## src/rtl/ecc_wr_pkg.sv

```systemverilog
package ecc_wr_pkg;

    localparam int DW    = 64;
    localparam int CW    = 8;
    localparam int BW    = DW / 8;
    localparam int NWIN  = 2;
    localparam int CWLEN = DW + CW;

    typedef enum logic [2:0] {
        REG_CTRL  = 3'd0,
        REG_STAT  = 3'd1,
        REG_EADDR = 3'd2,
        REG_A_LO  = 3'd3,
        REG_A_HI  = 3'd4,
        REG_B_LO  = 3'd5,
        REG_B_HI  = 3'd6,
        REG_RSVD  = 3'd7
    } reg_sel_e;

    typedef struct packed {
        logic [NWIN-1:0] win_vld;
        logic            en;
    } ctrl_t;

    // Extended Hamming check byte over one 64-bit word
    function automatic logic [CW-1:0] secded8(input logic [DW-1:0] d);
        logic [CWLEN-1:0] cw;
        logic [CW-1:0]    c;
        int               k;
        cw = '0;
        c  = '0;
        k  = 0;
        for (int p = 1; p < CWLEN; p++) begin
            if ((p & (p - 1)) != 0) begin
                cw[p] = d[k];
                k++;
            end
        end
        for (int i = 0; i < CW - 1; i++) begin
            for (int p = 1; p < CWLEN; p++) begin
                if (p[i]) c[i] = c[i] ^ cw[p];
            end
        end
        c[CW-1] = (^d) ^ (^c[CW-2:0]);
        return c;
    endfunction

endpackage

```

## src/rtl/ecc_wr_regs.sv

```systemverilog
module ecc_wr_regs
    import ecc_wr_pkg::*;
#(
    parameter int  AW  = 32,
    localparam int WAW = AW - 3
) (
    input  logic                     clk,
    input  logic                     rst,
    input  logic                     reg_we,
    input  logic [2:0]               reg_addr,
    input  logic [31:0]              reg_wdata,
    output logic [31:0]              reg_rdata,
    input  logic                     viol,
    input  logic [AW-1:0]            viol_addr,
    output ctrl_t                    ctrl,
    output logic [NWIN-1:0][WAW-1:0] win_lo,
    output logic [NWIN-1:0][WAW-1:0] win_hi,
    output logic                     status,
    output logic [AW-1:0]            err_addr
);
    reg_sel_e sel;
    logic     clr;

    assign sel = reg_sel_e'(reg_addr);
    assign clr = reg_we && (sel == REG_STAT) && reg_wdata[0];

    always_ff @(posedge clk) begin
        if (rst) begin
            ctrl     <= '0;
            win_lo   <= '0;
            win_hi   <= '0;
            status   <= 1'b0;
            err_addr <= '0;
        end else begin
            if (reg_we) begin
                case (sel)
                    REG_CTRL: begin
                        ctrl.en      <= reg_wdata[0];
                        ctrl.win_vld <= reg_wdata[NWIN:1];
                    end
                    REG_A_LO: win_lo[0] <= reg_wdata[AW-1:3];
                    REG_A_HI: win_hi[0] <= reg_wdata[AW-1:3];
                    REG_B_LO: win_lo[1] <= reg_wdata[AW-1:3];
                    REG_B_HI: win_hi[1] <= reg_wdata[AW-1:3];
                    default: ;
                endcase
            end
            if (viol) begin
                status <= 1'b1;
            end else if (clr) begin
                status <= 1'b0;
            end
            if (viol && (!status || clr)) begin
                err_addr <= viol_addr;
            end
        end
    end

    always_comb begin
        case (sel)
            REG_CTRL:  reg_rdata = 32'({ctrl.win_vld, ctrl.en});
            REG_STAT:  reg_rdata = {31'd0, status};
            REG_EADDR: reg_rdata = 32'(err_addr);
            REG_A_LO:  reg_rdata = 32'({win_lo[0], 3'b000});
            REG_A_HI:  reg_rdata = 32'({win_hi[0], 3'b000});
            REG_B_LO:  reg_rdata = 32'({win_lo[1], 3'b000});
            REG_B_HI:  reg_rdata = 32'({win_hi[1], 3'b000});
            default:   reg_rdata = 32'd0;
        endcase
    end
endmodule

```

## config.mk

```make
export PLATFORM = sky130hd
export DESIGN_NAME = ecc_wr_regs
export DESIGN_NICKNAME = d
export VERILOG_FILES = /design/src/rtl/ecc_wr_pkg.sv /design/src/rtl/ecc_wr_regs.sv
export SDC_FILE = /design/constraint.sdc
export NUM_CORES = 1
export LEC_CHECK = 0
export ABC_AREA = 1
export BUFFER_PORTS_ARGS = -buffer_cell sky130_fd_sc_hd__clkbuf_2
export CAP_MARGIN = 20
export CORE_UTILIZATION = 40
export CTS_BUF_LIST = sky130_fd_sc_hd__clkbuf_4
export CTS_CLUSTER_DIAMETER = 100
export CTS_CLUSTER_SIZE = 10
export DETAILED_ROUTE_END_ITERATION = 12
export HOLD_SLACK_MARGIN = 0.05
export PLACE_DENSITY_LB_ADDON = 0.2
export SYNTH_ARGS = -nofsm -noshare
export SYNTH_HDL_FRONTEND = slang
export SYNTH_SLANG_ARGS = --single-unit
```

## constraint.sdc

```tcl
create_clock -name clk -period 1.3 [get_ports clk]
set_clock_uncertainty 0.2 [all_clocks]
set_input_delay 0.13 -clock clk [delete_from_list [all_inputs] [get_ports clk]]
set_output_delay 0.13 -clock clk [all_outputs]
set_load 0.005 [all_outputs]
```

==> flow_summary.toml, run 1 <==
[synthesis]
ys_types = 19
ys_async_sr_fraction = 0
synthDominantCellAreaShare = 0.458
synth_sequential_area_ratio = 0.458
synth_area_sq_um = 6640
share_of_the_synthesized_area_in_compound_gates_ao_oa_aoi_oai = 0.256
netlist_instances = 947
post_synth.cell_area_avg_sq_um = 7.01
ys.flop_type = "dfxtp_1"
post_synth_xor_area_fraction = 0
largest_area_contributor_in_the_synthesized_netlist = "dfxtp_1"
netlist_top_cells_area = "dfxtp_1 (46%), a21oi_1 (11%), o21ai_0 (11%), inv_1 (8.9%), nand2_1 (5.5%)"
post_synth_mux_area_share = 0
synth-edff-count = 0
yosys.area_share.simple = 0.145
synth.yosys.warnings = 0
synth_top_family_by_area = "compound AO/OA/AOI/OAI gates"
synth_adder_area_share = 0
syn_nets = 1018
synth-seq-cells = 152

[timing]
worst_hold_slack_ns = 0.100
final_setup_violations = 190
max_slew.worst_pin.slew_ns = 0.319
slew_headroom = 0.787
worst_slack_ns = -0.534
finalCritPeriodShare = 1.41
final.min_clock_period_ns = 1.83
fmax_mhz = 545
rsz0062_at_grt = "true"
slew_violations = 0
final_hold_viol_count = 0

[floorplan]
num_rows = 46
floorplan.initialDensity = 0.413
dieWidth_microns = 131
design.core.area_sq_um = 16100
floorplan.die_area_sq_um = 17100
floorplan.die.height_microns = 131
pin_count = 255

[final_layout]
layout-drive-gt1-share = 0.530
post_layout_nonfiller_instances = 1581
layout.cells.most_common_list = "buf_6 (158), clkbuf_2 (144), a21oi_1 (142), dfxtp_2 (142), o21ai_0 (110)"
areaGrowthSynthToFinish_pct = 77.0
layout_nets = 1422
finalInstanceArea_sq_um = 11700
layout.cells.most_common = "buf_6"

[place]
routabilityCongestion = 0.872
placed_area_sq_um = 8430
dp.cells = 1387
placed_wire_length_estimate_microns = 15400
io_buffer_count = 254

[route]
topRoutingLayerUsed = "met4"
detailroute.wirelength.met2_microns = 13800
drcViolationCount = 0
drt_first_iter_violations = 492
wl_met1_microns = 10100
drt-wirelength-per-cell_microns = 17.2
drt.antenna.violating_nets = 0
vias_per_cell = 5.22
routed-via-count = 8260
dr.pass1.iters = 5
wire_length_on_met3_microns = 2280
detail_route.wirelength_microns = 27100

[job]
max_cap_viol_count = 0

[global_routing]
grt_pass1_wl_microns = 36400
grt_max_degree = 77
initial_antenna_violation_count = 1
global_route.usage.total = 0.280
grt_pass1_vias = 7211
grt_overflow_total = 0

[clock_tree]
clockRootBuffer = "clkbuf_4"
tritoncts.num_buffers = 17
worstSkewPairLatency_ns = 0.56
clock_sink_count = 152
max-clock-path-buffers = 2
ctsHtreeMaxLevel = 4
clkSlewWorstSetupHoldPaths_ns = 0.12
clock_tree_from_tritoncts = "built"

[worst_setup_path]
worst_path_max_delay_cell = "dfxtp_2"
worstSetupStartpointType = "flop"
slowest_delay_ns = 0.36
critical_path_sink_type = "output port"
cp.arrival_ns = 1.50
worstPathMaxFanout = 2
critPathRequiredTime_ns = 0.97
ordered_list_of_cells_on_the_worst_path = "inv_2 > o22ai_2 > nor2_2 > nand2_1 > clkbuf_2"
critical_path_class = "flop to output port"

[worst_hold_path]
min_path_type = "input pin to flop"

[pwr]
power.ir.vdd_worst_v = 0.000542
design_power_total_w = 0.0107
power.static_leakage_nw = 5.40
power.density_cell_area_nw_per_um2 = 908

[status]
violations_in_the_final_reports = "setup timing"
status = "finished with violations"
==> synthesized netlist by cell type, types with 2 or more instances <==
cell type and n:
clkbuf_1 45, nand3_1 68, dfxtp_1 152, nor2_1 65, buf_4 2, buf_6 4, nand2_1 97, a21oi_1 152
inv_1 157, o22ai_1 29, o21ai_0 148, o21ai_1 2, buf_2 20
==> per-stage QoR <==
stage / setup WS, ns / TNS, ns / utilization
after floorplan: 0.00661 / 0 / -
after global placement: -0.236 / -27.27 / 0.525
after detailed placement: -0.278 / -32.64 / 0.525
after CTS: -0.457 / -31.86 / 0.649
after global routing: -0.622 / -41.17 / 0.732
final: -0.534 / -29.28 / 0.732
==> per-layer routing <==
metal / GRT usage / vias to the layer above
met2: 0.494 / 458
met1: 0.305 / 3825
met3: 0.0806 / 72
met4: 0.143 / 0
li1: - / 3905
met5: 0 / -
==> state kept, by name (all words and copies together), names as in the netlist <==
signal / flops
ctrl: 3
err_addr: 32
status: 1
win_hi: 58
win_lo: 58
==> final timing paths <==
kind | depth (start not counted) | slack, ns | from | end
min | 3 | 0.10 | rst | status
min reg2reg | 2 | 0.26 | win_lo[16] | win_lo[16]
max | 5 | -0.53 | win_hi[23] | reg_rdata[26]
max reg2reg | 6 | 0 | status | err_addr[9]
==> cell families (layout without fill, tap and decap cells) <==
family | after synthesis | in the layout
other cells | 0 | 1
compound gates | 332 | 332
buf+inv | 231 | 647
flops | 152 | 152
simple gates | 232 | 233
==> worst max-delay path: cells and delay by family (launching register included) <==
kind,cells,cell delay (ns)
AO/OA/AOI/OAI,1,0.08
buffers and inverters,2,0.19
AND/OR/NAND/NOR,2,0.30
flip-flops,1,0.36
==> what timing repair did <==
| item | in CTS | in global routing |
|---|---|---|
| hold buffers | 70 | 1 |
| setup buffers | 52 | 50 |
| endpoints found under the hold margin | 152 | 3 |
| cloned | 0 | 9 |
| endpoints found under the setup margin | 184 | 245 |
| gates resized for setup | 308 | 285 |
| pin swaps | 71 | 59 |
==> power breakdown <==
part / leakage [nW] / switching, W / internal, W / total, W
combinational: 3.92 / 0.00100 / 0.00109 / 0.00209
sequential: 1.31 / 0.000207 / 0.00490 / 0.00511
clock: 0.178 / 0.00169 / 0.00178 / 0.00347
==> cell type report <==
class	count	area (sq um)
fillers	1166	4310
repair buffers	457	4120
flip-flops and latches	152	3260
multi-input cells	565	3170
inverters	158	594
well taps	216	270
clock inverters	11	178
clock buffers	21	158
diodes	1	2.50
Note: power is estimated with default switching activity, not from simulation.
==> run 2, diff against run 1 <==
--- a/config.mk
+++ b/config.mk
@@ -14,7 +14,7 @@
 export CTS_CLUSTER_SIZE = 10
 export DETAILED_ROUTE_END_ITERATION = 12
 export HOLD_SLACK_MARGIN = 0.05
-export PLACE_DENSITY_LB_ADDON = 0.2
+export PLACE_DENSITY_LB_ADDON = 0.15
 export SYNTH_ARGS = -nofsm -noshare
 export SYNTH_HDL_FRONTEND = slang
 export SYNTH_SLANG_ARGS = --single-unit
==> run 2 against run 1 <==
  * The flow finishes with violations (hold timing, setup timing)
  * Core utilization is 0.60 points lower
  * Wire length is 1.2% lower
  * Sequential share of layout area is 0.12 points higher
  * First-iteration DRC count is 24% higher
  * Final area is 0.82% lower
  * Highest routed layer unchanged
  * Largest cell class unchanged
==> flow_summary.toml, run 2 (synthesis results as in run 1) <==
[status]
status = "finished with violations"
violations_in_the_final_reports = "hold timing, setup timing"

[floorplan]
pin_count = 255
floorplan.die.height_microns = 131
dieWidth_microns = 131
floorplan.die_area_sq_um = 17100
design.core.area_sq_um = 16100
num_rows = 46
floorplan.initialDensity = 0.413

[route]
drt_first_iter_violations = 609
drt-wirelength-per-cell_microns = 16.9
dr.pass1.iters = 5
routed-via-count = 8181
drt.antenna.violating_nets = 0
drcViolationCount = 0
detail_route.wirelength_microns = 26800
vias_per_cell = 5.15

[worst_setup_path]
worstPathMaxFanout = 2
slowest_delay_ns = 0.35
worst_path_max_delay_cell = "dfxtp_2"
ordered_list_of_cells_on_the_worst_path = "inv_2 > o22ai_2 > nor2_2 > nand2_1 > clkbuf_2"
critical_path_sink_type = "output port"
number_of_cells_traversed_by_the_worst_register_to_register_path = 6
critPathRequiredTime_ns = 0.97
critical_path_class = "flop to output port"
cp.arrival_ns = 1.44
worstSetupStartpointType = "flop"

[place]
routabilityCongestion = 0.820
io_buffer_count = 254
placed_area_sq_um = 8450
placed_wire_length_estimate_microns = 15300

[final_layout]
layout.core_utilization = 0.726
finalInstanceArea_sq_um = 11700
layout.cells.most_common = "buf_6"
layout-drive-gt1-share = 0.517
top_regs = "win_hi (58), win_lo (58), err_addr (32)"
areaGrowthSynthToFinish_pct = 75.5
layout.cells.most_common_list = "buf_6 (156), clkbuf_2 (154), a21oi_1 (147), dfxtp_2 (147), o21ai_0 (117)"
layout_nets = 1429

[clock_tree]
ctsHtreeMaxLevel = 4
worstSkewPairLatency_ns = 0.54
clock_sink_count = 152
clock_tree_from_tritoncts = "built"
clkSlewWorstSetupHoldPaths_ns = 0.13
cts.hold.buffers_added = 70
max-clock-path-buffers = 2
clockRootBuffer = "clkbuf_4"
tritoncts.num_buffers = 17

[pwr]
power.ir.vdd_worst_v = 0.000675
p_switching_w = 0.00291
seqPwrFrac = 0.489
power.combinational.fraction = 0.198
clock_power_share = 0.313
power.static_leakage_nw = 5.40
swShare = 0.279
power.density_cell_area_nw_per_um2 = 894
p_int_w = 0.00750

[timing]
worst_hold_slack_ns = -0.00838
slew_headroom = 0.793
fmax_mhz = 565
slew_violations = 0
max_slew.worst_pin.slew_ns = 0.311
rsz0062_at_grt = "true"
worst_slack_ns = -0.471
finalCritPeriodShare = 1.36
final_hold_viol_count = 3
final_setup_violations = 219
final.min_clock_period_ns = 1.77

[global_routing]
initial_antenna_violation_count = 2
grt_max_degree = 77
grt_pass1_vias = 7232
grt_overflow_total = 0
global_route.usage.total = 0.274
grt_pass1_wl_microns = 36100

[job]
max_cap_viol_count = 0

[worst_hold_path]
min_path_type = "input pin to flop"
timing.hold.worst_path_depth = 5
==> run 2: cell types whose count changed in the layout (fill, tap and decap cells not counted), sizes merged <==
| cell | before | now |
|---|---|---|
| clkinv | 6 | 8 |
| dlygate4sd3 | 71 | 68 |
| bufinv | 5 | 4 |
| diode | 1 | 2 |
| dlymetal6s4s | 0 | 2 |
| clkbuf | 171 | 177 |
==> run 2: power groups by stage <==
stage / sequential [W] / combinational, W / clock (W)
CTS: 0.00507 / 0.00169 / 0.00323
global placement: 0.00512 / 0.00132 / 0
floorplan: 0.00512 / 0.000653 / 0
finish: 0.00509 / 0.00206 / 0.00326
detailed placement: 0.00513 / 0.00133 / 0
global route: 0.00512 / 0.00224 / 0.00346
==> run 2: path summary, 6_finish.rpt <==
check | from | endpoint | slack [ns]
max reg2reg | status | err_addr[23] | -0.07
min reg2reg | win_lo[28] | win_lo[28] | 0.26
max | win_lo[19] | reg_rdata[22] | -0.47
min | reg_addr[1] | ctrl[1] | -0.008
==> run 2: critical path, delay by kind of cell, from the launching register on <==
| kind | cells | cell delay [ns] |
|---|---|---|
| and+or+nand+nor | 2 | 0.28 |
| AOI/OAI and AO/OA | 1 | 0.07 |
| DFF | 1 | 0.35 |
| buffers and inverters | 2 | 0.18 |
==> run 2: area by class of cell <==
| type | count | area [sq um] |
|---|---|---|
| fill | 1230 | 4410 |
| timing repair buffer | 464 | 4160 |
| sequential | 152 | 3250 |
| multi-input combinational | 565 | 3080 |
| inverter | 158 | 594 |
| tap | 216 | 270 |
| clock inverter | 12 | 158 |
| clock buffer | 19 | 143 |
| antenna | 2 | 5.00 |
==> run 2: what timing repair did <==
item | 4_1_cts | 5_1_grt
resized for setup | 307 | 258
pin swaps | 66 | 42
setup endpoints to repair | 184 | 306
hold endpoints to repair | 152 | 3
setup buffers | 59 | 47
gates cloned | 0 | 8
==> run 2: through the flow <==
| step | setup TNS, ns | setup slack, ns | hold slack (ns) | power, W | std cells |
|---|---|---|---|---|---|
| CTS | -30.57 | -0.446 | 0.0239 | 0.00998 | 1551 |
| detailed placement | -29.73 | -0.265 | 0.154 | 0.00646 | 1391 |
| global placement | -27.20 | -0.236 | 0.152 | 0.00645 | 1391 |
| floorplan | 0 | 0.00661 | -0.000934 | 0.00577 | 947 |
| global route | -41.12 | -0.532 | -0.0192 | 0.0108 | 1588 |
| finish | -28.21 | -0.471 | -0.00838 | 0.0104 | 1588 |
==> run 2: per-layer routing <==
layer / GRT usage / vias up / part of all wire / routed length (microns)
met1: 0.332 / 3784 / 0.39 / 10400
li1: - / 3904 / - / -
met3: 0.0599 / 90 / 0.071 / 1900
met2: 0.463 / 403 / 0.50 / 13300
met5: 0 / - / 0 / 0
met4: 0.130 / 0 / 0.045 / 1210
==> run 3, diff against run 2 <==
--- a/config.mk
+++ b/config.mk
@@ -8,7 +8,7 @@
 export ABC_AREA = 1
 export BUFFER_PORTS_ARGS = -buffer_cell sky130_fd_sc_hd__clkbuf_2
 export CAP_MARGIN = 20
-export CORE_UTILIZATION = 40
+export CORE_UTILIZATION = 35
 export CTS_BUF_LIST = sky130_fd_sc_hd__clkbuf_4
 export CTS_CLUSTER_DIAMETER = 100
 export CTS_CLUSTER_SIZE = 10
==> run 3 against run 2 <==
  * Combinational power is 8% higher
  * Clock-buffer cell count is 1 lower
  * Sequential share of layout area is 1.3 points lower
  * Clock power is 6% higher
  * Flip-flop and latch count stayed put
  * Power is 3.4% higher
  * Final cell count is 2.1% higher
  * The run ends with setup timing left
  * Global-route usage is 2.5 points lower
  * Worst hold slack better by 0.028 ns
  * Non-clock buffer count is 15 higher
  * Critical path type unchanged
  * Critical path depth stayed put
  * Die area is 14% higher
==> flow_summary.toml, run 3 (synthesis results as in run 1) <==
[timing]
final_hold_viol_count = 0
max_slew.worst_pin.slew_ns = 0.364
finalCritPeriodShare = 1.38
worst_slack_ns = -0.489
slew_violations = 0
final.min_clock_period_ns = 1.79
totalNegativeSetupSlack_ns = -31.19
final_setup_violations = 232
fmax_mhz = 559
slew_headroom = 0.757
rsz0062_at_grt = "true"
worst_hold_slack_ns = 0.0191

[global_routing]
initial_antenna_violation_count = 1
global_route.usage.total = 0.250
grt_overflow_total = 0
grt_pass1_wl_microns = 38000
grt_pass1_vias = 7186
grt_max_degree = 60

[route]
detail_route.wirelength_microns = 26800
drt_first_iter_violations = 478
vias_per_cell = 4.94
dr.pass1.iters = 5
routed-via-count = 8003
drcViolationCount = 0
drt-wirelength-per-cell_microns = 16.6
drt.antenna.violating_nets = 0

[floorplan]
floorplan.initialDensity = 0.356
dieWidth_microns = 140
pin_count = 255
floorplan.die.height_microns = 140
floorplan.die_area_sq_um = 19500
design.core.area_sq_um = 18600
num_rows = 50

[final_layout]
layout.cells.most_common = "clkbuf_2"
layout-drive-gt1-share = 0.583
layout.cells.most_common_list = "clkbuf_2 (171), buf_6 (148), dfxtp_2 (148), a21oi_1 (129), o21ai_0 (116)"
post_layout_nonfiller_instances = 1621
areaGrowthSynthToFinish_pct = 84.1
top_regs = "win_hi (58), win_lo (58), err_addr (32)"
fillCellCount = 1587
layout_nets = 1444
layout.core_utilization = 0.655

[pwr]
clock_power_share = 0.319
power.ir.vdd_worst_v = 0.000777
power.combinational.fraction = 0.207
p_int_w = 0.00764
power.density_cell_area_nw_per_um2 = 881
seqPwrFrac = 0.474
design_power_total_w = 0.0108
swShare = 0.290
p_switching_w = 0.00312
power.static_leakage_nw = 5.56

[clock_tree]
max-clock-path-buffers = 2
clock_tree_from_tritoncts = "built"
clkSlewWorstSetupHoldPaths_ns = 0.15
clock_sink_count = 152
clockRootBuffer = "clkbuf_4"
ctsHtreeMaxLevel = 4
worstSkewPairLatency_ns = 0.56
tritoncts.num_buffers = 17

[worst_setup_path]
worstSetupStartpointType = "flop"
critPathRequiredTime_ns = 0.97
critical_path_class = "flop to output port"
cp.arrival_ns = 1.46
worstPathMaxFanout = 2
critical_path_sink_type = "output port"

[place]
dp.cells = 1432
io_buffer_count = 254
placed_wire_length_estimate_microns = 16500
routabilityCongestion = 0.884

[status]
status = "finished with violations"
violations_in_the_final_reports = "setup timing"

[job]
max_cap_viol_count = 0

[worst_hold_path]
min_path_type = "input pin to flop"
==> run 3: area by class of cell <==
cell class,count,area (sq um),share of cell area
antenna,1,2.50,0.000205
timing repair buffer,479,4290,0.351
sequential,152,3240,0.265
inverter,158,594,0.0486
clock inverter,14,196,0.0161
clock buffer,18,135,0.0111
tap,234,293,0.0240
multi-input combinational,565,3460,0.283
==> run 3: final timing paths <==
kind,endpoint,startpoint,depth (start not counted),slack (ns)
setup / recovery,reg_rdata[8],win_lo[34],5,-0.49
hold / removal,win_lo[36],reg_we,5,0.02
setup reg to reg,err_addr[7],status,7,-0.08
hold reg to reg,win_lo[11],win_lo[11],2,0.27
==> run 3: critical path, stage by stage, from the launching register on <==
cell and delay (ns):
dfxtp_2 0.36, nand3_1 0.10, o21ai_2 0.08, nor2_4 0.16, nand2_1 0.08, clkbuf_2 0.12
==> run 3: stage by stage <==
stage	instance area (sq um)	worst slack [ns]
6_report	12200	-0.489
5_1_grt	12200	-0.567
4_1_cts	10600	-0.549
3_5_place_dp	8650	-0.323
3_3_place_gp	8650	-0.324
2_1_floorplan	6660	0.00661
==> run 3: power groups by stage <==
stage                     combinational (W)  sequential, W  clock, W
after global routing                0.00240        0.00512   0.00370
after floorplan                    0.000653        0.00512         0
after global placement              0.00138        0.00512         0
final                               0.00223        0.00510   0.00344
after detailed placement            0.00139        0.00513         0
after CTS                           0.00173        0.00507   0.00351
==> run 3: per-layer routing <==
layer | part of all wire | wire length [microns] | vias to the layer above | GRT usage
met5 | 0 | 0 | - | 0
met3 | 0.055 | 1480 | 51 | 0.0523
met2 | 0.46 | 12400 | 289 | 0.383
met4 | 0.028 | 753 | 0 | 0.101
met1 | 0.45 | 12200 | 3715 | 0.341
li1 | - | - | 3948 | -
==> run 3: repair_timing <==
item / CTS / global route
endpoints found under the hold margin: 152 / 36
buffers inserted: 50 / 57
resized for setup: 333 / 297
hold buffers: 69 / 1
gates cloned: 0 / 12
endpoints found under the setup margin: 184 / 306
pin swaps: 72 / 74
